==> config.mk <==
export PLATFORM = sky130hd
export DESIGN_NAME = vc_chain_issue
export DESIGN_NICKNAME = d
export VERILOG_FILES = /design/src/rtl/vc_pkg.sv /design/src/rtl/vc_elem_counter.sv /design/src/rtl/vc_chain_delay.sv /design/src/rtl/vc_chain_issue.sv
export SDC_FILE = /design/constraint.sdc
export NUM_CORES = 1
export LEC_CHECK = 0
export BUFFER_PORTS_ARGS = -buffer_cell sky130_fd_sc_hd__buf_2
export CAP_MARGIN = 20
export CORE_MARGIN = 2
export CORE_UTILIZATION = 25
export CTS_BUF_LIST = sky130_fd_sc_hd__clkbuf_4 sky130_fd_sc_hd__clkbuf_8
export DETAILED_ROUTE_END_ITERATION = 10
export PLACE_DENSITY_LB_ADDON = 0.3
export SKIP_CTS_REPAIR_TIMING = 1
export SYNTH_ARGS = -nofsm -noshare
export SYNTH_HDL_FRONTEND = slang
export SYNTH_SLANG_ARGS = --single-unit
==> constraint.sdc <==
create_clock -name clk -period 2.2 [get_ports clk]
set_input_delay 0.44 -clock clk [delete_from_list [all_inputs] [get_ports clk]]
set_output_delay 0.44 -clock clk [all_outputs]
set_load 0.02 [all_outputs]
==> src/rtl/vc_pkg.sv <==
package vc_pkg;
    typedef enum logic [1:0] {
        VC_IDLE = 2'd0,
        VC_RUN  = 2'd1,
        VC_DONE = 2'd2
    } vc_state_e;
endpackage

==> src/rtl/vc_elem_counter.sv <==
module vc_elem_counter #(
    parameter int CW = 7
) (
    input  logic          clk,
    input  logic          rst,
    input  logic          clr,
    input  logic          inc,
    output logic [CW-1:0] cnt
);
    always_ff @(posedge clk) begin
        if (rst || clr) begin
            cnt <= '0;
        end else if (inc) begin
            cnt <= cnt + 1'b1;
        end
    end

    // the count never wraps during a run
    p_no_wrap_r7: assert property (@(posedge clk) disable iff (rst)
        (inc && !clr) |-> (cnt != '1));
endmodule

==> src/rtl/vc_chain_delay.sv <==
module vc_chain_delay #(
    parameter int DEPTH = 2
) (
    input  logic clk,
    input  logic rst,
    input  logic clr,
    input  logic din,
    input  logic sel_bypass,
    output logic dout
);
    logic stg [DEPTH];

    for (genvar i = 0; i < DEPTH; i++) begin : g_stage
        if (i == 0) begin : g_head
            always_ff @(posedge clk) begin
                if (rst || clr) stg[i] <= 1'b0;
                else            stg[i] <= din;
            end
        end else begin : g_tail
            always_ff @(posedge clk) begin
                if (rst || clr) stg[i] <= 1'b0;
                else            stg[i] <= stg[i-1];
            end
        end
    end

    assign dout = sel_bypass ? stg[0] : stg[DEPTH-1];
endmodule

==> src/rtl/vc_chain_issue.sv <==
module vc_chain_issue #(
    parameter int VL_MAX   = 64,
    parameter int RF_DEPTH = 2
) (
    input  logic                        clk,
    input  logic                        rst,
    input  logic                        start,
    input  logic [$clog2(VL_MAX+1)-1:0] vlen,
    input  logic                        bypass_mode,
    input  logic                        prod_valid,
    output logic                        issue,
    output logic [$clog2(VL_MAX)-1:0]   issue_idx,
    output logic                        done
);
    import vc_pkg::*;

    localparam int CW = $clog2(VL_MAX + 1);
    localparam int IW = $clog2(VL_MAX);

    vc_state_e     state, state_nx;
    logic [CW-1:0] vl_q, vl_in, pcnt, ccnt, ccnt_nx;
    logic          mode_q;
    logic          take_start, accept, chain_out, last_issue;

    assign vl_in      = (vlen > CW'(VL_MAX)) ? CW'(VL_MAX) : vlen;
    assign take_start = start && (state != VC_RUN);
    assign accept     = (state == VC_RUN) && prod_valid && (pcnt < vl_q);
    assign ccnt_nx    = ccnt + CW'(1);
    assign last_issue = chain_out && (ccnt_nx == vl_q);

    // run parameters captured only on a taken start
    always_ff @(posedge clk) begin
        if (rst) begin
            vl_q   <= '0;
            mode_q <= 1'b1;
        end else if (take_start) begin
            vl_q   <= vl_in;
            mode_q <= bypass_mode;
        end
    end

    vc_elem_counter #(.CW(CW)) u_prod_cnt (
        .clk(clk), .rst(rst), .clr(take_start), .inc(accept), .cnt(pcnt)
    );

    vc_elem_counter #(.CW(CW)) u_cons_cnt (
        .clk(clk), .rst(rst), .clr(take_start), .inc(chain_out), .cnt(ccnt)
    );

    vc_chain_delay #(.DEPTH(RF_DEPTH)) u_delay (
        .clk(clk), .rst(rst), .clr(take_start), .din(accept),
        .sel_bypass(mode_q), .dout(chain_out)
    );

    // state register
    always_ff @(posedge clk) begin
        if (rst) state <= VC_IDLE;
        else     state <= state_nx;
    end

    // next state
    always_comb begin
        state_nx = state;
        unique case (state)
            VC_IDLE, VC_DONE: begin
                if (take_start) state_nx = (vl_in == '0) ? VC_DONE : VC_RUN;
            end
            VC_RUN: begin
                if (last_issue) state_nx = VC_DONE;
            end
            default: state_nx = VC_IDLE;
        endcase
    end

    // outputs
    always_comb begin
        issue     = chain_out;
        issue_idx = ccnt[IW-1:0];
        done      = (state == VC_DONE);
    end

    p_bypass_lat_r2: assert property (@(posedge clk) disable iff (rst)
        (accept && mode_q) |=> issue);

    p_regfile_lat_r3: assert property (@(posedge clk) disable iff (rst)
        (accept && !mode_q) |=> ##1 issue);

    p_idx_order_r1: assert property (@(posedge clk) disable iff (rst)
        (issue && $past(issue)) |-> (issue_idx == IW'($past(issue_idx) + 1'b1)));

    p_issue_bound_r5: assert property (@(posedge clk) disable iff (rst)
        issue |-> (ccnt < vl_q));

    p_issue_in_run_r10: assert property (@(posedge clk) disable iff (rst)
        (state != VC_RUN) |-> !issue);

    p_done_hold_r10: assert property (@(posedge clk) disable iff (rst)
        (done && !start) |=> done);
endmodule

-- Word level (Yosys, flattened, before mapping)
Memories as Yosys holds them, arrays and structs flattened.
Index checks and enable logic that the tools add are counted.
- $add $sub $neg: 2
- $mul: 0
- div/mod/pow operators: 0
- magnitude comparators: 2
- equality and inequality tests: 6
- shift-type cells: 0
- muxes and demuxes: 11
- bitwise gates (word level): 2
- reduce and logical (&&, ||, !) cells: 9
- operator list (kind ; number):
    $add A7 B1 Y7 const B ; 2
    $eq A7 B7 Y1 ; 1
    $gt A7 B7 Y1 const B ; 1
    $logic_not A7 Y1 ; 1
    $lt A7 B7 Y1 ; 1
    $mux W7 ; 1
    $mux W1 ; 6
    $mux W2 ; 3
    $logic_and A1 B1 Y1 ; 4
    $ne A2 B1 Y1 const B ; 2
    $pmux W2 S2 ; 1
    $eq A2 B1 Y1 const B ; 1
    $eq A2 B2 Y1 const B ; 1
    $logic_not A2 Y1 ; 1
    $ne A2 B2 Y1 const B ; 1
    $or A1 B1 Y1 ; 2
    $reduce_and A2 Y1 ; 1
    $reduce_or A2 Y1 ; 1
    $logic_or A1 B1 Y1 ; 1
- register bits after elaboration: 24
- latch bits: 0
- bits in writable memories: 2
- bits in read-only memories: 0
- bits of input ports: 12
- output and inout bits: 8
- word-level logic and storage cells: 38
- memories kept: 1
- memories (name ; words ; width ; rd ports ; clocked after Yosys merged registers in ; wr ports ; line ; RTL):
    u_delay.stg ; 2 ; 1 ; 2 ; 0 ; 2 ; vc_chain_delay.sv:11 ; logic stg [DEPTH];

-- Logic depth before layout (Yosys ltp)
Gate-level depths: netlist of the first run.
- depth after elaboration: 6
- gate-level depth with buffers: 8
- mapped depth without buffers: 7

-- Cells and area by module
From an unflattened synthesis of the first run, not the netlist that was laid out.
- cells, all modules: 168
- area total of the unflattened synthesis: 1472.7 um^2
- by module, submodules not included (module ; times used ; cells an instance ; area each (um^2) ; sequential area each (um^2)):
    vc_chain_issue ; 1 ; 97 ; 797.0 ; 200.2
    vc_elem_counter ; 2 ; 33 ; 302.8 ; 140.1
    vc_chain_delay ; 1 ; 5 ; 70.1 ; 40.0

-- Least setup slack after synthesis of the first run
Ideal clock, no wire load.
- path type: register to register
- from: register vl_q[4]
- to: register u_prod_cnt.cnt[2]
- library setup time: 116 ps
- arrival time: 1753 ps
- data required time: 2084 ps
- setup slack: 331 ps
- stages on the path, launching flop included: 9
- buffers on the path: 1
- clock period less this slack: 1869 ps
- path through: dfxtp_1 > inv_1 > ha_1 > a21o_1 > a21o_1 > a221oi_2 > buf_6 > a21oi_1 > a31o_1
- word-level cells in the longest chain between the ends: 2
- ends and longest elaborated chain (what ; line ; RTL):
    start: declaration ; vc_chain_issue.sv:21 ; logic [CW-1:0] vl_q, vl_in, pcnt, ccnt, ccnt_nx;
    start signal: assignment ; vc_chain_issue.sv:37 ; vl_q <= vl_in;
    $lt A7 B7 Y1 ; vc_chain_issue.sv:27 ; assign accept = (state == VC_RUN) && prod_valid && (pcnt < vl_q);
    $logic_and A1 B1 Y1 ; vc_chain_issue.sv:27 ;
    end signal: assignment ; vc_elem_counter.sv:14 ; cnt <= cnt + 1'b1;
    end: declaration ; vc_elem_counter.sv:8 ; output logic [CW-1:0] cnt
No other way between the ends.
A chain may end at the register's enable or synchronous reset.

-- Worst setup path after layout of the first run
- from: register vl_q[4]
- to: register u_prod_cnt.cnt[5]
The elaborated chain is that of the path after synthesis.

==> results_dict.tcl, run 1 <==
set metrics [dict create \
    finalSetupTns_ps 0 \
    port_buffers 19 \
    syn_avg_cell_area_um2 8.69 \
    cellLeakagePower_nw 0.734 \
    synth.distinct_cells 42 \
    die_h_um 80.4 \
    hp-start "vlen[4]" \
    synth_area_leader_cell "dfxtp_1" \
    root_buffer "clkbuf_8" \
    dp_hpwl_um 2390 \
    wl_um 3090 \
    synth_cells 168 \
    cp-start-kind "flop" \
    vdd_ir_drop_max_uv 242 \
    htree_levels 1 \
    power.density_mw_per_mm2 596 \
    dpl_cell_area_mm2 0.00162 \
    min_to "vl_q[4]" \
    cts_tree "done" \
    grt_pass1_wl_um 5150 \
    crit_required_ps 2370 \
    clock_sinks 26 \
    yosys_warnings 0 \
    antenna_found_initial 0 \
    r2r-end "u_prod_cnt.cnt[5]" \
    fillers 610 \
    n_antenna_cell 0 \
    setup_viol 0 \
    fin_ws_ps 196 \
    netlist_area_mm2 0.00146 \
    worst_slew_pin_slew_ps 630 \
    synthFlopType "dfxtp_1" \
    drc 0 \
    critPathKind "reg -> reg" \
    cts_buffers 3 \
    die_area_mm2 0.00647 \
    regArea_um2 520 \
    path_max_fanout 11 \
    yosys_register_bits 26 \
    core_mm2 0.00557 \
    grtUsageTotal_pct 10.4 \
    routabilityCongestion 0.814 \
    arrival_ps 2180 \
    r2r_cells 8 \
    status "finished clean" \
    slew-limit-headroom_pct 57.6 \
    grt-ovfl-total 0 \
    row_count 27 \
    insertion_delay_ps 280 \
    grt_pass1_vias 1114 \
    ys_seq_area_share_pct 35.6 \
    grt_start_max_net_pins 16 \
    clk_pin_slew_ps 100 \
    max-clock-path-buffers 2 \
    yosysMostFrequentCell "dfxtp_1" \
    hold_viol 0 \
    dpl_worst_slack_ps 81.1 \
    synth-edff-count 0 \
    initial_core_util_pct 26.2 \
    period_share_pct 91.1 \
    area.growth.synth_to_final_pct 15.8 \
    reg2reg_from "vl_q[4]" \
    synth_fp_nets 188 \
    synth_top_area_share_pct 35.6 \
    ios 20 \
    r2r_slack_ps 200 \
    finalCriticalPeriod_ps 2000 \
    rsz0062_at_grt "false" \
    maxCapViolCount 0 \
    skew_ps 8.13 \
    die_x_um 80.4 \
    num-nets-final 207 \
    power_w 0.00101 \
    via_per_inst 4.55 \
    slew_violations 0 \
    layout-drive-gt1-share_pct 18.8 \
    synth_area_leaders "dfxtp_1 (36%), ha_1 (6.9%), xnor2_1 (6.0%)" \
    vias 1175 \
    drtIter0Drc 52 \
    whs_path_depth 3 \
    synthArstFlopShare_pct 0 \
    hold_class "in -> reg" \
    wl_per_cell_um 12.0 \
    crit_path_end_kind "flop" \
    final_area_mm2 0.00169 \
    synth_common_cells "dfxtp_1 (26), nor2_1 (18), nand2_1 (16)" \
    ant_nets 0 \
    fmaxAchievable_mhz 499 \
    multi_input_area_um2 842 \
    drtPass1Iterations 4 \
]
[how the worst max path moves through the flow]
stage / start / to / cells past startpoint
6_report: vl_q[4] / u_prod_cnt.cnt[5] / 8
3_3_place_gp: vlen[3] / state[0] / 6
5_1_grt: vl_q[4] / u_prod_cnt.cnt[5] / 8
4_1_cts: vl_q[4] / u_prod_cnt.cnt[5] / 8
3_5_place_dp: vlen[3] / state[0] / 6
2_1_floorplan: vl_q[4] / u_prod_cnt.cnt[2] / 8
[report_power, final]
part           total [W]  switching, W  internal [W]
Combinational   0.000104     0.0000582     0.0000457
Clock           0.000410      0.000166      0.000244
Sequential      0.000493     0.0000104      0.000482
[flip-flops by register name (all words and copies together) (netlist names)]
signal	count
u_cons_cnt.cnt	7
mode_q	1
u_prod_cnt.cnt	7
u_delay.stg	2
vl_q	7
state	2
[area by class of cell]
class / instances / area share [%]
inverters: 7 / 1.55
flip-flops and latches: 26 / 30.8
clock buffers: 3 / 2.44
repair buffers: 25 / 8.29
clock inverters: 1 / 1.78
well taps: 72 / 5.33
multi-input cells: 124 / 49.8
[stage by stage]
stage,hold WS (ps),instances,utilization (%)
after floorplan,430,168,-
after global placement,447,254,29.0
after detailed placement,457,254,29.0
after CTS,366,258,30.3
after global routing,373,258,30.3
final,372,258,30.3
[metal layers]
layer / wire [µm] / share of wire (%) / global-route usage (%) / up-vias
met2: 1470 / 48 / 18.6 / 19
met4: 31 / 1.0 / 3.05 / 0
met3: 127 / 4.1 / 2.81 / 4
li1: - / - / - / 619
met1: 1460 / 47 / 12.0 / 533
met5: 0 / 0 / 0 / -
[cell families after synthesis]
group | Yosys count | synth area share, %
and+or+nand+nor | 67 | 24.8
AOI/OAI and AO/OA | 29 | 13.6
DFF | 26 | 35.6
buffers and inverters | 18 | 6.68
xor gates and xnor gates | 15 | 9.00
adders and majority gates | 8 | 6.86
muxes | 5 | 3.43
[worst max-delay path, stage by stage, from the launching register on]
cell and delay, ps:
dfxtp_1 380, inv_1 80, ha_1 300, a21o_1 180, a21o_1 180, a221oi_2 270
buf_4 230, nand4_1 130, mux2i_1 140
[layout by cell type, fill, tap and decap left out, types with 3 or more instances in the layout]
master / n
buf_2: 19
buf_4: 6
inv_1: 7
a21oi_1: 7
dfxtp_1: 26
o21ai_1: 3
nor2_1: 18
ha_1: 8
clkbuf_8: 3
mux2i_1: 5
nand2b_1: 4
and2_1: 3
xnor2_1: 10
nand3_1: 5
nand2_1: 16
o21ai_0: 4
and3_1: 3
nor3_1: 4
a31o_1: 4
xor2_1: 5
No activity file was read; power rests on OpenSTA's default activity.
==> run 2, diff against run 1 <==
--- a/config.mk
+++ b/config.mk
@@ -5,6 +5,7 @@
 export SDC_FILE = /design/constraint.sdc
 export NUM_CORES = 1
 export LEC_CHECK = 0
+export ABC_AREA = 1
 export BUFFER_PORTS_ARGS = -buffer_cell sky130_fd_sc_hd__buf_2
 export CAP_MARGIN = 20
 export CORE_MARGIN = 2
==> results_dict.tcl, run 2 <==
set metrics [dict create \
    status "finished clean" \
    slowest_stage "dfxtp_1" \
    rsz0062_at_grt "false" \
    slew-limit-headroom_pct 70.2 \
    synthFlopType "dfxtp_1" \
    syn_avg_cell_area_um2 7.00 \
    antenna_found_initial 0 \
    grt-ovfl-total 0 \
    critPathKind "reg -> reg" \
    synth_area_leader_cell "dfxtp_1" \
    htree_levels 1 \
    final_core_utilization_pct 29.0 \
    drtPass1Iterations 4 \
    fmaxAchievable_mhz 529 \
    crit_top_cell "nand2_1" \
    die_h_um 82.5 \
    insertion_delay_ps 280 \
    core_mm2 0.00592 \
    finalCriticalPeriod_ps 1890 \
    hold_viol 0 \
    area.growth.synth_to_final_pct 11.6 \
    worst_slew_pin_slew_ps 446 \
    vdd_ir_drop_max_uv 183 \
    clk_pin_slew_ps 100 \
    synth_area_leaders "dfxtp_1 (34%), nand2_1 (10%), nand3_1 (8.8%)" \
    layout_common_cells "nand2_1 (43), inv_1 (33), nand3_1 (27), dfxtp_1 (26), buf_2 (19)" \
    n_antenna_cell 0 \
    grt_start_max_net_pins 15 \
    critPathBufInv 1 \
    vias 1376 \
    synth_common_cells "nand2_1 (43), inv_1 (33), nand3_1 (27)" \
    ios 20 \
    port_buffers 19 \
    arrival_ps 2080 \
    wl_per_cell_um 10.9 \
    power.density_mw_per_mm2 541 \
    layout-drive-gt1-share_pct 16.2 \
    drc 0 \
    synth_fp_nets 240 \
    path_cells "inv_1, ha_1, a21oi_1, o21a_1, nand3_1, nor3_1, nand2_1, nand2_1, nor2_1" \
    via_per_inst 4.45 \
    clkPwrFrac_pct 35.1 \
    setup_viol 0 \
    path_max_fanout 12 \
    grt_pass1_wl_um 5600 \
    die_area_mm2 0.00680 \
    multi_input_area_um2 803 \
    yosys_warnings 0 \
    yosysMostFrequentCell "nand2_1" \
    root_buffer "clkbuf_8" \
    grt_pass1_vias 1244 \
    synth.distinct_cells 31 \
    regArea_um2 520 \
    cts_buffers 3 \
    synth-edff-count 0 \
    clock_sinks 26 \
    finalSetupTns_ps 0 \
    ant_nets 0 \
    holdWs_ps 379 \
    dpl_cell_area_mm2 0.00166 \
    die_x_um 82.5 \
    period_share_pct 86.0 \
    skew_ps 7.53 \
    slew_violations 0 \
    row_count 28 \
    switching_share_pct 26.4 \
    crit_required_ps 2390 \
    dp_hpwl_um 2540 \
    routabilityCongestion 0.765 \
    max_stage_delay_ps 350 \
    yosys_register_bits 26 \
    p_seq_share_pct 53.1 \
    final_area_mm2 0.00172 \
    largest_registers "u_cons_cnt.cnt (7), u_prod_cnt.cnt (7), vl_q (7)" \
    drtIter0Drc 45 \
    netlist_area_mm2 0.00154 \
    fillers 646 \
    num-nets-final 255 \
    power_w 0.000929 \
    wl_um 3370 \
    cp-start-kind "flop" \
    intPower_w 0.000684 \
    ys_seq_area_share_pct 33.8 \
    combPwrFrac_pct 11.8 \
    final_common_cell "nand2_1" \
    crit_path_end_kind "flop" \
    cts_tree "done" \
    hold_class "in -> reg" \
    initial_core_util_pct 26.0 \
    max-clock-path-buffers 2 \
    synth_top_area_share_pct 33.8 \
    cellLeakagePower_nw 0.737 \
    synthArstFlopShare_pct 0 \
    maxCapViolCount 0 \
    net-switching-power_w 0.000245 \
    synth_cells 220 \
    grtUsageTotal_pct 10.8 \
    cpLargestDelayFamily "simple AND/OR/NAND/NOR gates" \
]
[run 2: changes by cell type after synthesis, sizes merged, moves of 5 or more]
| cell | before | now |
|---|---|---|
| nand2 | 16 | 44 |
| inv | 7 | 34 |
| nand3 | 5 | 29 |
| xnor2 | 10 | 0 |
| a21oi | 7 | 12 |
| buf | 7 | 12 |
| mux2i | 5 | 0 |
| nand2b | 5 | 0 |
[run 2: path summary, 6_finish.rpt]
check                  from                end  slack, ps  cells after the start
max                 vl_q[6]  u_prod_cnt.cnt[5]        310                      9
min reg2reg  u_delay.stg[0]     u_delay.stg[1]        440                      2
max reg2reg         vl_q[6]  u_prod_cnt.cnt[5]        310                      9
min                     rst           state[1]        380                      2
[run 2: final cells by class]
| type | count | area share, % |
|---|---|---|
| Clock buffer | 4 | 3.20 |
| Inverter | 34 | 7.43 |
| Multi-Input combinational cell | 148 | 46.8 |
| Sequential cell | 26 | 30.3 |
| Tap cell | 75 | 5.46 |
| Timing Repair Buffer | 22 | 6.85 |
[run 2: cell families after synthesis]
group / Yosys count / share of synthesized area [%]
buf+inv: 46 / 14.0
fa+ha+maj: 8 / 6.50
simple gates: 107 / 32.2
xor+xnor: 1 / 0.569
compound gates: 32 / 12.9
flops: 26 / 33.8
[run 2: metal layers]
layer / GRT usage (%) / share of wire [%]
met3: 2.28 / 5.2
met5: 0 / 0
met2: 18.2 / 45
met4: 5.00 / 2.6
met1: 13.1 / 47
[run 2: power groups by stage]
stage                     Combinational, W  Clock (W)  Sequential, W
final                             0.000109   0.000326       0.000493
after global routing              0.000126   0.000357       0.000496
after CTS                         0.000111   0.000335       0.000493
after detailed placement          0.000111          0       0.000504
after global placement            0.000110          0       0.000504
after floorplan                  0.0000809          0       0.000502
[run 2: metrics by stage]
| stage | instances | setup slack (ps) |
|---|---|---|
| finish | 309 | 309 |
| global route | 309 | 51.6 |
| CTS | 309 | 287 |
| detailed placement | 305 | 303 |
| global placement | 305 | 362 |
| floorplan | 220 | 690 |
